[config.mk]
export PLATFORM = sky130hd
export DESIGN_NAME = pin_mux_cell
export DESIGN_NICKNAME = d
export VERILOG_FILES = /design/src/rtl/pin_mux_cell.sv
export SDC_FILE = /design/constraint.sdc
export NUM_CORES = 1
export LEC_CHECK = 0
export CORE_UTILIZATION = 32
export CTS_CLUSTER_DIAMETER = 80
export DETAILED_ROUTE_END_ITERATION = 7
export PLACE_DENSITY = 0.89
export SLEW_MARGIN = 25
export SYNTH_ARGS = -nofsm -noshare
export SYNTH_HDL_FRONTEND = slang
export SYNTH_SLANG_ARGS = --single-unit
[constraint.sdc]
create_clock -name clk -period 2.25 [get_ports clk]
set_input_delay 0.225 -clock clk [delete_from_list [all_inputs] [get_ports clk]]
set_output_delay 0.225 -clock clk [all_outputs]
set_load 0.05 [all_outputs]
[src/rtl/pin_mux_cell.sv]
module pin_mux_cell #(
  parameter logic [31:0] RESET_CFG = 32'h0000_0800
) (
  input  logic        clk,
  input  logic        rst_n,
  input  logic        cfg_we,
  input  logic [31:0] cfg_wdata,
  output logic [31:0] cfg_rdata,
  input  logic [7:0]  fn_out,
  input  logic [7:0]  fn_oe,
  input  logic [7:0]  fn_pull_up,
  input  logic [7:0]  fn_pull_dn,
  output logic [7:0]  fn_in,
  input  logic        lp_mode,
  input  logic        wake_en,
  input  logic        pad_in,
  output logic        pad_out,
  output logic        pad_oe,
  output logic        pad_pu,
  output logic        pad_pd,
  output logic [2:0]  pad_drive,
  output logic        edge_flag,
  output logic        wake_req
);
  localparam logic [31:0] WMASK = 32'h0000_FFF7;

  logic [31:0] cfg_q;
  logic [2:0]  sel;
  logic        rise_en, fall_en, det_off, slp_oe_n, slp_dat, slp_sel;
  logic        pd_reg, pu_reg, pull_reg;
  logic        sync1, sync2, last;
  logic        hit, pu_req, pd_req, override;

  assign sel      = cfg_q[2:0];
  assign rise_en  = cfg_q[4];
  assign fall_en  = cfg_q[5];
  assign det_off  = cfg_q[6];
  assign slp_oe_n = cfg_q[7];
  assign slp_dat  = cfg_q[8];
  assign slp_sel  = cfg_q[9];
  assign pd_reg   = cfg_q[13];
  assign pu_reg   = cfg_q[14];
  assign pull_reg = cfg_q[15];

  always_ff @(posedge clk or negedge rst_n)
    if (!rst_n)      cfg_q <= RESET_CFG & WMASK;
    else if (cfg_we) cfg_q <= cfg_wdata & WMASK;

  assign cfg_rdata = cfg_q;
  assign pad_drive = cfg_q[12:10];

  assign override = lp_mode & slp_sel;
  assign pad_oe   = override ? ~slp_oe_n : fn_oe[sel];
  assign pad_out  = override ? slp_dat   : fn_out[sel];
  assign fn_in    = {8{pad_in}} & (8'd1 << sel);

  assign pd_req = pull_reg ? pd_reg : fn_pull_dn[sel];
  assign pu_req = pull_reg ? pu_reg : fn_pull_up[sel];
  assign pad_pd = pd_req;
  assign pad_pu = pu_req & ~pd_req;

  always_ff @(posedge clk or negedge rst_n)
    if (!rst_n) {sync1, sync2, last} <= '0;
    else        {sync1, sync2, last} <= {pad_in, sync1, sync2};

  assign hit = ~det_off & ((rise_en & sync2 & ~last) | (fall_en & ~sync2 & last));

  always_ff @(posedge clk or negedge rst_n)
    if (!rst_n)                 edge_flag <= 1'b0;
    else if (cfg_we || det_off) edge_flag <= 1'b0;
    else if (hit)               edge_flag <= 1'b1;

  assign wake_req = edge_flag & wake_en;

  p_hold_r1: assert property (@(posedge clk) disable iff (!rst_n)
    !cfg_we |=> $stable(cfg_rdata));
  p_rise_needs_enable_r3: assert property (@(posedge clk) disable iff (!rst_n)
    $rose(edge_flag) |-> ($past(cfg_rdata[4]) || $past(cfg_rdata[5])));
  p_clear_blocks_r5: assert property (@(posedge clk) disable iff (!rst_n)
    cfg_rdata[6] |=> !edge_flag);
  p_write_clears_r5: assert property (@(posedge clk) disable iff (!rst_n)
    cfg_we |=> !edge_flag);
  p_pull_excl_r6: assert property (@(posedge clk) disable iff (!rst_n)
    !(pad_pu && pad_pd));
  p_wake_gate_r9: assert property (@(posedge clk) disable iff (!rst_n)
    wake_req |-> (wake_en && edge_flag));
endmodule

==> results of run 1 <==
-- cells in the mapped netlist, types with 2 or more instances --
cell | count | area [um2]
buf_2 | 2 | 10.0
buf_4 | 20 | 150
clkbuf_1 | 2 | 7.51
dfrtp_1 | 18 | 450
mux2_2 | 17 | 191
mux2i_1 | 6 | 60.1
mux4_1 | 2 | 52.6
mux4_2 | 5 | 113
nand2_1 | 6 | 22.5
nand2b_1 | 3 | 18.8
nor2_1 | 9 | 33.8
nor3_1 | 3 | 15.0
o21ai_0 | 2 | 10.0
-- area by class of cell --
| class | instances | area (um2) |
|---|---|---|
| timing repair buffer | 90 | 881 |
| fill | 314 | 1380 |
| tap | 46 | 57.6 |
| clock buffer | 4 | 45.0 |
| multi-input combinational | 74 | 624 |
| sequential | 19 | 480 |
-- layout by cell type, fill, tap and decap left out, types with 2 or more instances in the layout --
cell type        Yosys  final
nand2_1              6      6
mux4_2               5      5
buf_12               0      2
dfrtp_1             18     17
buf_4               20     16
clkbuf_8             0      3
conb_1               1     17
nor3_1               3      2
clkdlybuf4s50_1      0     72
mux4_1               2      2
mux2i_1              6      6
mux2_2              17     17
nor2_1               9      9
nand2b_1             3      3
-- what timing repair did --
action,4_1_cts,5_1_grt
endpoints found under the setup margin,0,1
gates resized for setup,0,1
hold buffers,0,0
-- worst max-delay path, stage by stage (launching register included) --
cell and delay, ns:
dfrtp_1 0.43, buf_4 0.19, mux2i_1 0.11, mux4_2 0.50
o21ai_4 0.17, nor2_1 0.06, buf_4 0.18
-- path summary, 6_finish.rpt --
kind / cells after the start / endpoint
max reg2reg: 2 / cfg_rdata[2]
min: 0 / sync2
max in group asynchronous: 2 / cfg_rdata[12]
min reg2reg: 0 / sync2
max: 6 / pad_pu
min in group asynchronous: 1 / cfg_rdata[6]
-- flip-flops by register name (all words and copies together) (netlist names) --
name / count
last: 1
edge_flag: 1
sync1: 1
cfg_rdata: 15
sync2: 1
-- stage by stage --
stage	hold slack, ns	area, um2	utilization
6_report	0.358	2090	0.602
3_3_place_gp	0.336	2040	0.588
2_1_floorplan	-0.0706	1280	-
4_1_cts	0.359	2090	0.601
3_5_place_dp	0.343	2040	0.588
5_1_grt	0.372	2090	0.602
-- power by group --
part	leakage, nW	switching, mW	internal, mW
logic	0.643	0.360	0.272
registers	0.222	0.0360	0.375
clock network	0.0228	0.106	0.126
total	0.887	0.502	0.772
-- logic make-up (layout without fill, tap and decap cells) --
| family | Yosys count | after routing |
|---|---|---|
| AO/OA/AOI/OAI | 4 | 4 |
| buffers and inverters | 26 | 94 |
| flip-flops | 19 | 19 |
| multiplexers | 30 | 30 |
| other | 1 | 17 |
| AND/OR/NAND/NOR | 23 | 23 |
-- metal layers --
metal,vias to the layer above,global-route usage
li1,489,-
met3,2,0.0453
met2,57,0.273
met4,0,0.0511
met1,502,0.169
met5,-,0
==> impl_metrics.yaml, run 1 <==
logic_synthesis:
  synthesis.area_um2: 1200
  dominantRegCellSynth: "dfrtp_1"
  postSynthAreaPerCell_um2: 11.7
  compound_cell_area_share_of_the_yosys_netlist: 0.0166
  netlist-cell-type-count: 21
  async_reset_ff_frac: 1.00
  synth_top_family_by_area: "multiplexers"
  synth_edf_count: 0
  yosys.area_share.simple: 0.0863
  yosys-mux-area-fraction: 0.346
  yosys.area_share.xor_xnor: 0
  synth_seq_area_share: 0.396
  synthesis.yosys.warnings: 0
  post_synth_fa_ha_maj_area_fraction: 0
  syn-instance-count: 103
  postSynthRegisterBits: 19
setup_path:
  timing.critical_path.required_ns: 2.03
  regToRegSetupSlack_ns: 1.23
  critical_path_class: "flop to output pin"
  timing.rr.start: "cfg_rdata[2]"
  critical_path_arrival_ns: 1.90
  crit_start: "cfg_rdata[1]"
  critical_path.endpoint_type: "output pin"
  critical_path_peak_fanout: 5
  start_kind: "flop"
routing:
  drtAntennaViolNets: 0
  routed-wl-met3_um: 244
  initialDrtViolationCount: 7
  via_count: 1050
  m1WireLength_um: 1070
  remaining_drc_errors: 0
  detailedRoute.firstPassIterationCount: 3
  routed_via_density: 4.51
  wirelength_um: 2870
  uppermost_routed_layer: "met4"
  wl_per_instance_um: 12.3
  wl_met2_um: 1540
global_route:
  grt_remaining_overflow: 0
  globalRouteTotalUtil: 0.152
  grt_start_max_net_pins: 18
  first_global_vias: 1046
  grt_first_pass_wirelength_um: 4700
  antenna_found_initial: 0
cts:
  post_cts_buffers: 0
  cts-root-to-sink-buffers: 2
  cts_root_buf: "clkbuf_8"
  cts.sinks: 19
  cts_buffers: 3
  tritoncts: "done"
  worst_skew_pair.late_latency_ns: 0.25
  cts.htree.levels: 1
  cts.reportedPaths.clkPinSlew_ns: 0.07
layout:
  finalNonFillerCells: 233
  layout.nets: 258
  syn2layout_area_growth_pct: 73.5
  antenna-diode-count: 0
  post_route_cells_drive_above_1_share: 0.257
placement:
  port_buffers: 84
  dp_cells: 229
  dp.final_hpwl_um: 2410
  dp_slack_ns: 0.236
  gp_congestion: 0.765
die:
  die_width_um: 63.3
  die_area_um2: 4010
  design.core.area_um2: 3470
  start_util: 0.347
  ioPinCount: 119
  std_cell_rows: 21
  die_h_um: 63.3
power:
  vdd_drop_max_mv: 0.229
  power.density_cell_area_nw_per_um2: 610
  power.total_mw: 1.27
  static-leakage-power_nw: 0.887
sta:
  max_freq_ghz: 0.470
  setup_viol: 0
  clock_skew_ns: 0.00221
  timing.final.ws_setup_ns: 0.123
  worst_slew_pin_slew_ns: 0.731
  ratio_of_final_minimum_period_to_clock_period: 0.945
  setup_tns_ns: 0
  timing.final.crit_period_ns: 2.13
  finalMaxSlewViolations: 0
  maxSlewHeadroom: 0.511
  rsz0062_at_grt: "no"
  finalHoldViolCount: 0
hold_path:
  hold_path.class: "flop to flop"
  holdCritStartpoint: "sync1"
run:
  number_of_maximum_capacitance_violations: 0
status:
  status: "complete, no violations"
No activity file was read; power rests on OpenSTA's default activity.
==> run 2, diff against run 1 <==
Settings changed: CORE_MARGIN set to 3.
==> run 2 against run 1 <==
Hold slack got worse by 0.043 ns. Sequential cell count unchanged. Total power is 1.0% lower. Clock power barely moved. Combinational power decreased by 1%. Final cell count increased by 0.43%. Cell area shrank 0.30%. Setup slack barely moved. Critical path depth unchanged. Register-to-register slack better by 0.03 ns. Critical path type unchanged. Critical endpoint unchanged. Largest cell class unchanged. Largest power group unchanged. Highest routed layer unchanged.
==> impl_metrics.yaml, run 2 (synthesized netlist as in run 1, its figures left out) <==
die:
  design.core.area_um2: 3470
  die_h_um: 67.3
  std_cell_rows: 21
  ioPinCount: 119
  die_area_um2: 4530
  die_width_um: 67.3
  start_util: 0.347
setup_path:
  timing.critical_path.required_ns: 2.03
  path_cells: "buf_4, mux2i_1, mux4_2, o21ai_4, nor2_1, buf_4"
  start_kind: "flop"
  critical_path_peak_fanout: 5
  critical_path.endpoint_type: "output pin"
  critical_path.slowest_cell: "mux4_2"
  critPathBufInv: 2
  path_common_cell: "buf_4"
  critical_path_class: "flop to output pin"
  cp_top_family: "multiplexers"
  critical_path_arrival_ns: 1.90
  crit_path_max_incr_delay_ns: 0.50
cts:
  cts-root-to-sink-buffers: 2
  cts_repair_resize_count: 0
  cts.reportedPaths.clkPinSlew_ns: 0.07
  cts_buffers: 3
  worst_skew_pair.late_latency_ns: 0.25
  hold_buffers: 0
  cts.sinks: 19
  cts_root_buf: "clkbuf_8"
  post_cts_buffers: 0
  tritoncts: "done"
  cts.htree.levels: 1
sta:
  max_freq_ghz: 0.470
  finalMaxSlewViolations: 0
  worst_slew_pin_slew_ns: 0.515
  ratio_of_final_minimum_period_to_clock_period: 0.946
  finalHoldViolCount: 0
  maxSlewHeadroom: 0.656
  setup_viol: 0
  rsz0062_at_grt: "no"
  clock_skew_ns: 0.00195
  timing.hold.ws_ns: 0.315
  timing.final.ws_setup_ns: 0.122
  timing.final.crit_period_ns: 2.13
power:
  power.density_cell_area_nw_per_um2: 606
  static-leakage-power_nw: 0.890
  vdd_drop_max_mv: 0.393
global_route:
  grt_start_max_net_pins: 20
  first_global_vias: 1002
  grt_remaining_overflow: 0
  antenna_found_initial: 0
  globalRouteTotalUtil: 0.130
  grt_first_pass_wirelength_um: 4400
layout:
  post_route_cells_drive_above_1_share: 0.266
  syn2layout_area_growth_pct: 73.0
  number_of_flip_flops_in_the_largest_register: 15
  most-common-layout-cells: "72 x clkdlybuf4s50_1, 18 x buf_4, 17 x mux2_2, 17 x conb_1, 17 x dfrtp_1"
  layout.nets: 259
  antenna-diode-count: 0
  fin_area_um2: 2080
  mostFrequentLayoutCell: "clkdlybuf4s50_1"
placement:
  dp_slack_ns: 0.251
  port_buffers: 84
  dp.final_hpwl_um: 2460
  gp_congestion: 0.684
  place_area_um2: 2010
routing:
  remaining_drc_errors: 0
  wirelength_um: 2930
  detailedRoute.firstPassIterationCount: 4
  via_count: 1029
  drtAntennaViolNets: 0
  routed_via_density: 4.40
  initialDrtViolationCount: 28
  wl_per_instance_um: 12.5
status:
  status: "complete, no violations"
hold_path:
  hold_path.class: "input port to asynchronous set/reset pin"
run:
  number_of_maximum_capacitance_violations: 0
## run 2: cell type report
type                       count  area (um2)
clock buffer                   3        41.3
sequential                    19         478
multi-input combinational     74         624
tap                           46        57.6
clock inverter                 1        5.00
timing repair buffer          91         876
fill                         312        1390
## run 2: worst paths after layout
| kind | startpoint | to | slack [ns] | cells after the start |
|---|---|---|---|---|
| max in group asynchronous | rst_n | cfg_rdata[11] | 1.68 | 2 |
| worst min register to register | sync1 | sync2 | 0.35 | 0 |
| worst min-delay path | rst_n | cfg_rdata[13] | 0.31 | 2 |
| min in group clk | sync1 | sync2 | 0.35 | 0 |
| worst max register to register | cfg_rdata[1] | cfg_rdata[1] | 1.26 | 2 |
| worst max-delay path | cfg_rdata[1] | pad_pu | 0.12 | 6 |
## run 2: worst register-to-register path: cells and delay by family (launching register included)
kind	cells	cell delay (ns)
multiplexers	1	0.26
buffers and inverters	1	0.20
flip-flops	1	0.43
## run 2: power breakdown
| group | total (mW) | internal [mW] | leakage, nW | switching [mW] |
|---|---|---|---|---|
| sequential | 0.408 | 0.374 | 0.222 | 0.0336 |
| combinational | 0.625 | 0.266 | 0.643 | 0.359 |
| clock | 0.229 | 0.123 | 0.0255 | 0.106 |
| total | 1.26 | 0.763 | 0.890 | 0.498 |
## run 2: per-stage QoR
stage / utilization / power (mW) / std cells / TNS [ns]
2_1_floorplan: - / 0.836 / 119 / -0.108
3_3_place_gp: 0.580 / 1.03 / 227 / 0
3_5_place_dp: 0.580 / 1.04 / 227 / 0
4_1_cts: 0.594 / 1.27 / 231 / 0
5_1_grt: 0.600 / 1.34 / 234 / 0
6_report: 0.600 / 1.26 / 234 / 0
## run 2: per-layer routing
metal  global-route usage  share of wire
met5                    0              0
met4               0.0380         0.0085
met3               0.0499           0.11
met2                0.227           0.51
met1                0.147           0.37
==> run 3, diff against run 2 <==
Settings changed: CELL_PAD_IN_SITES_DETAIL_PLACEMENT set to 0, CELL_PAD_IN_SITES_GLOBAL_PLACEMENT set to 1, CORE_UTILIZATION 32 to 22, PLACE_DENSITY 0.89 to 0.9.
==> run 3 against run 2 <==
Die area grew 41%. Fmax down 0.42%. Core utilization decreased by 20 points. Non-clock buffer count is 3 lower. Clock power rose by 3%. Count of clock-buffer cells in the layout is the same. Cell area is 1.0% higher. Sequential share of layout area is 0.054 points lower. Critical path depth unchanged. Register-to-register slack is essentially flat. Clock skew up 0.0035 ns. Critical path type unchanged. Largest cell class unchanged.
==> impl_metrics.yaml, run 3 (synthesized netlist as in run 1, its figures left out) <==
hold_path:
  hold_path.class: "input port to asynchronous set/reset pin"
setup_path:
  critical_path_arrival_ns: 1.91
  start_kind: "flop"
  timing.critical_path.required_ns: 2.03
  critical_path_class: "flop to output pin"
  crit_start: "cfg_rdata[1]"
  critical_path_peak_fanout: 5
  critical_path.endpoint_type: "output pin"
  timing.rr.start: "cfg_rdata[1]"
cts:
  tritoncts: "done"
  cts_repair_resize_count: 0
  cts-root-to-sink-buffers: 2
  hold_buffers: 0
  cts_root_buf: "clkbuf_8"
  cts_buffers: 3
  post_cts_buffers: 0
  cts.sinks: 19
  cts.reportedPaths.clkPinSlew_ns: 0.07
  worst_skew_pair.late_latency_ns: 0.26
  cts.htree.levels: 1
sta:
  timing.hold.ws_ns: 0.298
  maxSlewHeadroom: 0.653
  finalHoldViolCount: 0
  rsz0062_at_grt: "no"
  max_freq_ghz: 0.468
  finalMaxSlewViolations: 0
  setup_tns_ns: 0
  setup_viol: 0
  timing.final.crit_period_ns: 2.14
  ratio_of_final_minimum_period_to_clock_period: 0.950
  worst_slew_pin_slew_ns: 0.518
  timing.final.ws_setup_ns: 0.113
  clock_skew_ns: 0.00544
die:
  die_area_um2: 6390
  ioPinCount: 119
  design.core.area_um2: 5200
  start_util: 0.231
  die_h_um: 80.0
  std_cell_rows: 26
  die_width_um: 80.0
global_route:
  grt_first_pass_wirelength_um: 4970
  grt_start_max_net_pins: 20
  grt_remaining_overflow: 0
  antenna_found_initial: 0
  first_global_vias: 977
  globalRouteTotalUtil: 0.101
power:
  comb_power_share: 0.491
  p_switching_mw: 0.511
  clock_power_share: 0.185
  vdd_drop_max_mv: 0.240
  power.density_cell_area_nw_per_um2: 607
  power.internal_mw: 0.766
  static-leakage-power_nw: 0.881
  seq_power_share: 0.324
  p_sw_frac: 0.400
layout:
  post_route_cells_drive_above_1_share: 0.265
  seq_area_um2: 482
  multi_input_comb_area_um2: 624
  finalNonFillerCells: 255
  mostFrequentLayoutCell: "clkdlybuf4s50_1"
  nFillCells: 516
  layout.nets: 256
  antenna-diode-count: 0
  syn2layout_area_growth_pct: 74.7
  fin_area_um2: 2100
  most-common-layout-cells: "71 x clkdlybuf4s50_1, 17 x mux2_2, 17 x conb_1"
  number_of_flip_flops_in_the_largest_register: 15
routing:
  initialDrtViolationCount: 18
  detailedRoute.firstPassIterationCount: 2
  wl_per_instance_um: 12.7
  drtAntennaViolNets: 0
  remaining_drc_errors: 0
  wirelength_um: 3240
  routed_via_density: 4.00
  via_count: 1021
placement:
  port_buffers: 84
  place_area_um2: 2050
  dp_slack_ns: 0.238
  gp_congestion: 0.677
  dp.final_hpwl_um: 2670
  dp_cells: 251
status:
  status: "complete, no violations"
run:
  number_of_maximum_capacitance_violations: 0
## run 3: cell types whose count changed in the layout (fill, tap and decap cells not counted), sizes merged
cell / before / now
buf: 19 / 17
clkdlybuf4s50: 72 / 71
## run 3: per-layer routing
metal	vias to the layer above	share of wire	GRT usage
met5	-	0	0
met4	0	0.0034	0.0203
met3	2	0.091	0.0361
met2	53	0.53	0.180
met1	480	0.37	0.117
li1	486	-	-
## run 3: power groups by stage
stage	Sequential (mW)	Clock [mW]	Combinational [mW]
floorplan	0.503	0	0.333
global placement	0.419	0	0.627
detailed placement	0.421	0	0.632
CTS	0.414	0.251	0.633
global route	0.422	0.272	0.659
finish	0.414	0.237	0.626
## run 3: worst paths after layout
path,endpoint,slack (ns),depth (start not counted)
setup / recovery,pad_pu,0.11,6
hold reg to reg,sync2,0.35,0
min in group clk,sync2,0.35,0
hold / removal,cfg_rdata[13],0.30,2
setup reg to reg,cfg_rdata[1],1.25,2
max in group asynchronous,cfg_rdata[11],1.69,2
## run 3: area by class of cell
class                           count  area share
Clock buffer                        3      0.0196
Clock inverter                      1     0.00238
Sequential cell                    19       0.229
Multi-Input combinational cell     74       0.297
Tap cell                           70      0.0416
Timing Repair Buffer               88       0.410
## run 3: worst max-delay path, stage by stage, from the launching register on
cell and delay, ns:
dfrtp_2 0.44, buf_4 0.17, mux2i_1 0.13, mux4_2 0.49
o21ai_4 0.17, nor2_1 0.07, buf_4 0.19
## run 3: through the flow
stage	total power [mW]	util
after floorplan	0.836	-
after global placement	1.05	0.394
after detailed placement	1.05	0.394
after CTS	1.30	0.403
after global routing	1.35	0.404
final	1.28	0.404
